$ cat config.mk
export PLATFORM = sky130hd
export DESIGN_NAME = xcvr16
export DESIGN_NICKNAME = d
export VERILOG_FILES = /design/src/rtl/xcvr_pkg.sv /design/src/rtl/xcvr_path.sv /design/src/rtl/xcvr_half.sv /design/src/rtl/xcvr16.sv
export SDC_FILE = /design/constraint.sdc
export NUM_CORES = 1
export LEC_CHECK = 0
export ABC_AREA = 1
export BUFFER_PORTS_ARGS = -buffer_cell sky130_fd_sc_hd__buf_2
export CORE_MARGIN = 5
export CORE_UTILIZATION = 47
export CTS_CLUSTER_DIAMETER = 120
export DETAILED_ROUTE_END_ITERATION = 8
export GPL_TIMING_DRIVEN = 0
export PLACE_DENSITY_LB_ADDON = 0.15
export SLEW_MARGIN = 20
export SYNTH_ARGS = -nofsm -noshare
export SYNTH_HDL_FRONTEND = slang
export SYNTH_HIERARCHICAL = 1
export SYNTH_SLANG_ARGS = --single-unit
$ cat constraint.sdc
create_clock -name clk -period 1.11 [get_ports clk]
set_input_delay 0.0555 -clock clk [delete_from_list [all_inputs] [get_ports clk]]
set_output_delay 0.0555 -clock clk [all_outputs]
set_load 0.03 [all_outputs]
$ cat src/rtl/xcvr_pkg.sv
`timescale 1ns/1ps
package xcvr_pkg;
    typedef enum logic [1:0] {
        PS_CLEAR = 2'd0,
        PS_OPEN  = 2'd1,
        PS_HOLD  = 2'd2
    } path_state_t;
endpackage

$ cat src/rtl/xcvr_path.sv
`timescale 1ns/1ps
module xcvr_path
    import xcvr_pkg::*;
#(
    parameter int W = 8
) (
    input  logic         clk,
    input  logic         mr_n,
    input  logic         en_n,
    input  logic         le_n,
    input  logic         oe_n,
    input  logic [W-1:0] src,
    output logic [W-1:0] dst,
    output logic         dst_oe
);
    path_state_t state, state_nxt;
    logic [W-1:0] store;
    logic         open_now;

    assign open_now = !en_n && !le_n;

    // next-state selection
    always_comb begin
        state_nxt = state;
        unique case (state)
            PS_CLEAR: state_nxt = open_now ? PS_OPEN : PS_CLEAR;
            PS_OPEN:  state_nxt = open_now ? PS_OPEN : PS_HOLD;
            PS_HOLD:  state_nxt = open_now ? PS_OPEN : PS_HOLD;
            default:  state_nxt = PS_CLEAR;
        endcase
    end

    // state register, cleared asynchronously by the master clear
    always_ff @(posedge clk or negedge mr_n) begin
        if (!mr_n) state <= PS_CLEAR;
        else       state <= state_nxt;
    end

    // storage samples the source every clock the path is open
    always_ff @(posedge clk or negedge mr_n) begin
        if (!mr_n)         store <= '0;
        else if (open_now) store <= src;
    end

    // outputs
    always_comb begin
        dst_oe = !en_n && !oe_n;
        if (!mr_n)         dst = '0;
        else if (open_now) dst = src;
        else begin
            unique case (state)
                PS_CLEAR: dst = '0;
                default:  dst = store;
            endcase
        end
    end

    assert_capture_R2: assert property (@(posedge clk) disable iff (!mr_n)
        ($past(open_now) && !open_now && $past(mr_n)) |-> (dst == $past(src)));

    assert_hold_R4: assert property (@(posedge clk) disable iff (!mr_n)
        (!open_now && $past(mr_n)) |=> (open_now || dst == $past(dst)));

    assert_clear_R7: assert property (@(posedge clk)
        !mr_n |-> (dst == '0));

    assert_oe_off_R5: assert property (@(posedge clk) disable iff (!mr_n)
        (en_n || oe_n) |-> !dst_oe);
endmodule

$ cat src/rtl/xcvr_half.sv
`timescale 1ns/1ps
module xcvr_half #(
    parameter int W = 8
) (
    input  logic         clk,
    input  logic         mr_ab_n,
    input  logic         mr_ba_n,
    input  logic         en_ab_n,
    input  logic         le_ab_n,
    input  logic         oe_ab_n,
    input  logic         en_ba_n,
    input  logic         le_ba_n,
    input  logic         oe_ba_n,
    input  logic [W-1:0] a_in,
    input  logic [W-1:0] b_in,
    output logic [W-1:0] a_out,
    output logic [W-1:0] a_oe,
    output logic [W-1:0] b_out,
    output logic [W-1:0] b_oe
);
    logic ab_drive, ba_drive;

    xcvr_path #(.W(W)) u_ab (
        .clk(clk), .mr_n(mr_ab_n), .en_n(en_ab_n), .le_n(le_ab_n),
        .oe_n(oe_ab_n), .src(a_in), .dst(b_out), .dst_oe(ab_drive)
    );

    xcvr_path #(.W(W)) u_ba (
        .clk(clk), .mr_n(mr_ba_n), .en_n(en_ba_n), .le_n(le_ba_n),
        .oe_n(oe_ba_n), .src(b_in), .dst(a_out), .dst_oe(ba_drive)
    );

    assign b_oe = {W{ab_drive}};
    assign a_oe = {W{ba_drive}};

    assert_ab_clear_isolated_R8: assert property (@(posedge clk) disable iff (!mr_ba_n)
        (!mr_ab_n && $past(mr_ba_n) && en_ba_n && $past(en_ba_n)) |=> (en_ba_n -> $stable(a_out)));
endmodule

$ cat src/rtl/xcvr16.sv
`timescale 1ns/1ps
module xcvr16 #(
    parameter int HALF_W = 8,
    parameter int HALVES = 2
) (
    input  logic                       clk,
    input  logic                       mr_ab_n,
    input  logic                       mr_ba_n,
    input  logic [HALVES-1:0]          en_ab_n,
    input  logic [HALVES-1:0]          le_ab_n,
    input  logic [HALVES-1:0]          oe_ab_n,
    input  logic [HALVES-1:0]          en_ba_n,
    input  logic [HALVES-1:0]          le_ba_n,
    input  logic [HALVES-1:0]          oe_ba_n,
    input  logic [HALF_W*HALVES-1:0]   a_in,
    output logic [HALF_W*HALVES-1:0]   a_out,
    output logic [HALF_W*HALVES-1:0]   a_oe,
    input  logic [HALF_W*HALVES-1:0]   b_in,
    output logic [HALF_W*HALVES-1:0]   b_out,
    output logic [HALF_W*HALVES-1:0]   b_oe
);
    localparam int BUS_W = HALF_W * HALVES;

    for (genvar h = 0; h < HALVES; h++) begin : g_half
        xcvr_half #(.W(HALF_W)) u_half (
            .clk     (clk),
            .mr_ab_n (mr_ab_n),
            .mr_ba_n (mr_ba_n),
            .en_ab_n (en_ab_n[h]),
            .le_ab_n (le_ab_n[h]),
            .oe_ab_n (oe_ab_n[h]),
            .en_ba_n (en_ba_n[h]),
            .le_ba_n (le_ba_n[h]),
            .oe_ba_n (oe_ba_n[h]),
            .a_in    (a_in [h*HALF_W +: HALF_W]),
            .b_in    (b_in [h*HALF_W +: HALF_W]),
            .a_out   (a_out[h*HALF_W +: HALF_W]),
            .a_oe    (a_oe [h*HALF_W +: HALF_W]),
            .b_out   (b_out[h*HALF_W +: HALF_W]),
            .b_oe    (b_oe [h*HALF_W +: HALF_W])
        );
    end

    assert_bus_clear_R7: assert property (@(posedge clk)
        !mr_ab_n |-> (b_out == {BUS_W{1'b0}}));
endmodule

==> flow_summary.toml <==
[yosys]
netlist_area_sq_um = 2480
synth-async-reset-ratio = 1.00
ys_top_cells_by_area = "dfrtp_1 (40%), buf_4 (9.7%), nand2_1 (9.7%)"
postSynthAreaPerCell_sq_um = 7.55
synth_top_area_frac = 0.404
synth_nets = 383
syn_inst = 328
synth_top_area_cell = "dfrtp_1"
synth-seq-cells = 40
synth.most_common_cell = "nand2_1"
synth_cell_types = 15
ys_seq_area_frac = 0.404
synth_edf_count = 0
ys_top_cells_by_count = "nand2_1 (64), inv_1 (52), nor2_1 (44)"
yosysWarnings = 6
synthFlopType = "dfrtp_1"

[critical_path]
worst-setup-path-type = "flop to primary output"
end_kind = "primary output"
critPathMaxFanout = 9
crit_required_ns = 1.05
start_kind = "flop"
rrSetupSlack_ns = 0.09
cp.arrival_ns = 1.45

[timing]
maxSlewViolCount = 0
hold_viol = 0
setup_ws_ns = -0.391
setup_viol = 32
rsz0062_at_grt = "yes"
max_freq_mhz = 666
skew_ns = 0.000452
slew_headroom = 0.387
worst_slew_pin_slew_ns = 0.919
layout_min_cycle_time_ns = 1.50
finalCritPeriodShare = 1.35

[clocking]
cts_tree = "done"
htreeDepth = 2
root_buffer = "clkbuf_8"
numClockSinks = 40
cts_buffer_depth = 2
clk_latency_ns = 0.29
path_clk_slew_ns = 0.08
numCtsBuffers = 5

[grt]
grt_overflow = 0
antenna_found_initial = 0
grt_use_total = 0.202
grt_pass1_vias = 2445
grt_first_pass_wirelength_microns = 10600
grt_max_degree = 21

[final_layout]
multiInputGateArea_sq_um = 1480
antenna_cells = 0
seq_area_sq_um = 1000
syn_to_final_growth_pct = 60.7
fillers = 373
drive_gt1_frac = 0.545
final_util = 0.780
layout.nets = 505

[hold_path]
min_path_type = "primary input to flop"

[floorplan]
core_sq_um = 5110
die_x_microns = 82.6
start_util = 0.485
dieArea_sq_um = 6820
io_pins = 111
die_h_microns = 82.6
std_cell_rows = 26

[status]
status = "complete, but fails checks"
violations = "negative setup slack"

[routing]
routed-via-count = 2400
drt_pass1_iterations = 4
routed_wl_microns = 6540
vias_per_cell = 4.61
wl_per_cell_microns = 12.5
initialDrtViolationCount = 52
drcViolationCount = 0
final_antenna_net_count = 0

[power_and_ir_drop]
power.density_nw_per_um2 = 1550
irDropWorstVdd_v = 0.000856
power.static_leakage_uw = 0.00197

[place]
port_buffers = 110
routabilityCongestion = 0.791
dpl.hpwl_microns = 4480
place_ws_ns = -0.349

[job]
cap_violations = 0
kinds of logic after synthesis:
logic type | Yosys count | share of synthesized area
buffers and inverters | 92 | 0.202
flip-flops | 40 | 0.404
AO/OA/AOI/OAI | 68 | 0.143
AND/OR/NAND/NOR | 120 | 0.210
adder cells (fa/ha/maj) | 8 | 0.0404
registers in the layout, summed over array words and instances (netlist names):
signal	count
g_half.u_half/u_ab/state	4
g_half.u_half/u_ab/store	16
g_half.u_half/u_ba/state	4
g_half.u_half/u_ba/store	16
path summary, 6_finish.rpt:
kind,start,to,cells past startpoint
min in group asynchronous,mr_ba_n,g_half[1].u_half/u_ba/store[3],2
hold / removal,b_in[14],g_half[1].u_half/u_ba/store[6],3
setup reg to reg,g_half[1].u_half/u_ab/state[1],g_half[1].u_half/u_ab/state[1],4
max in group asynchronous,mr_ab_n,g_half[1].u_half/u_ab/store[4],2
hold reg to reg,g_half[1].u_half/u_ba/store[7],g_half[1].u_half/u_ba/store[7],2
setup / recovery,g_half[0].u_half/u_ba/state[1],a_out[4],6
final cells by class:
cell class / count / area share
Sequential cell: 40 / 0.251
Inverter: 52 / 0.0490
Timing Repair Buffer: 119 / 0.208
Clock inverter: 2 / 0.00880
Tap cell: 70 / 0.0220
Buffer: 36 / 0.0717
Clock buffer: 6 / 0.0182
Multi-Input combinational cell: 196 / 0.371
stage by stage:
step | hold slack (ns) | setup TNS (ns) | instances | power [uW] | instance area [sq um]
floorplan | -0.240 | -0.335 | 328 | 3760 | 2860
global placement | 0.0336 | -9.85 | 508 | 4270 | 3500
detailed placement | 0.0367 | -10.35 | 508 | 4330 | 3500
CTS | 0.00285 | -11.51 | 519 | 6110 | 3930
global route | 0.00834 | -13.48 | 521 | 6560 | 3980
finish | 0.0149 | -10.81 | 521 | 6160 | 3980
layer usage:
layer / wire, microns / track usage / vias up
met5: 0 / 0 / -
met4: 57 / 0.0768 / 0
met3: 479 / 0.0423 / 6
met2: 3270 / 0.345 / 82
met1: 2730 / 0.251 / 1094
li1: - / - / 1218
what timing repair did:
| action | in CTS | in global routing |
|---|---|---|
| hold endpoints to repair | 40 | 0 |
| endpoints found under the setup margin | 32 | 72 |
| hold buffers | 2 | 0 |
| setup buffers | 5 | 2 |
| pin swaps | 14 | 4 |
| gates resized for setup | 100 | 14 |
power breakdown:
part	switching (uW)	internal, uW	total [uW]	leakage (uW)
registers	106	1710	1810	0.000498
clock network	498	667	1160	0.0000552
logic	1800	1370	3180	0.00142
placed cells by master, fill, tap and decap left out, types with 2 or more instances in the layout:
master | Yosys | layout
inv_1 | 52 | 44
nand2_2 | 4 | 19
dlymetal6s4s_1 | 0 | 2
nor2_1 | 44 | 29
buf_4 | 32 | 39
ha_4 | 0 | 4
o21ai_1 | 4 | 4
buf_2 | 4 | 78
ha_1 | 8 | 4
inv_2 | 0 | 8
o21ai_0 | 32 | 32
nand2_1 | 64 | 49
nor2_2 | 0 | 9
nand2_4 | 4 | 4
clkbuf_8 | 0 | 5
dfrtp_1 | 40 | 40
a21oi_4 | 0 | 32
buf_6 | 4 | 36
nor2_4 | 4 | 10
worst max-delay path, stage by stage, from the launching register on:
cell	delay [ns]
dfrtp_1	0.37
inv_2	0.05
ha_4	0.20
nor2_1	0.11
nand2_1	0.09
a21oi_4	0.17
buf_6	0.15
No activity file was read; power rests on OpenSTA's default activity.
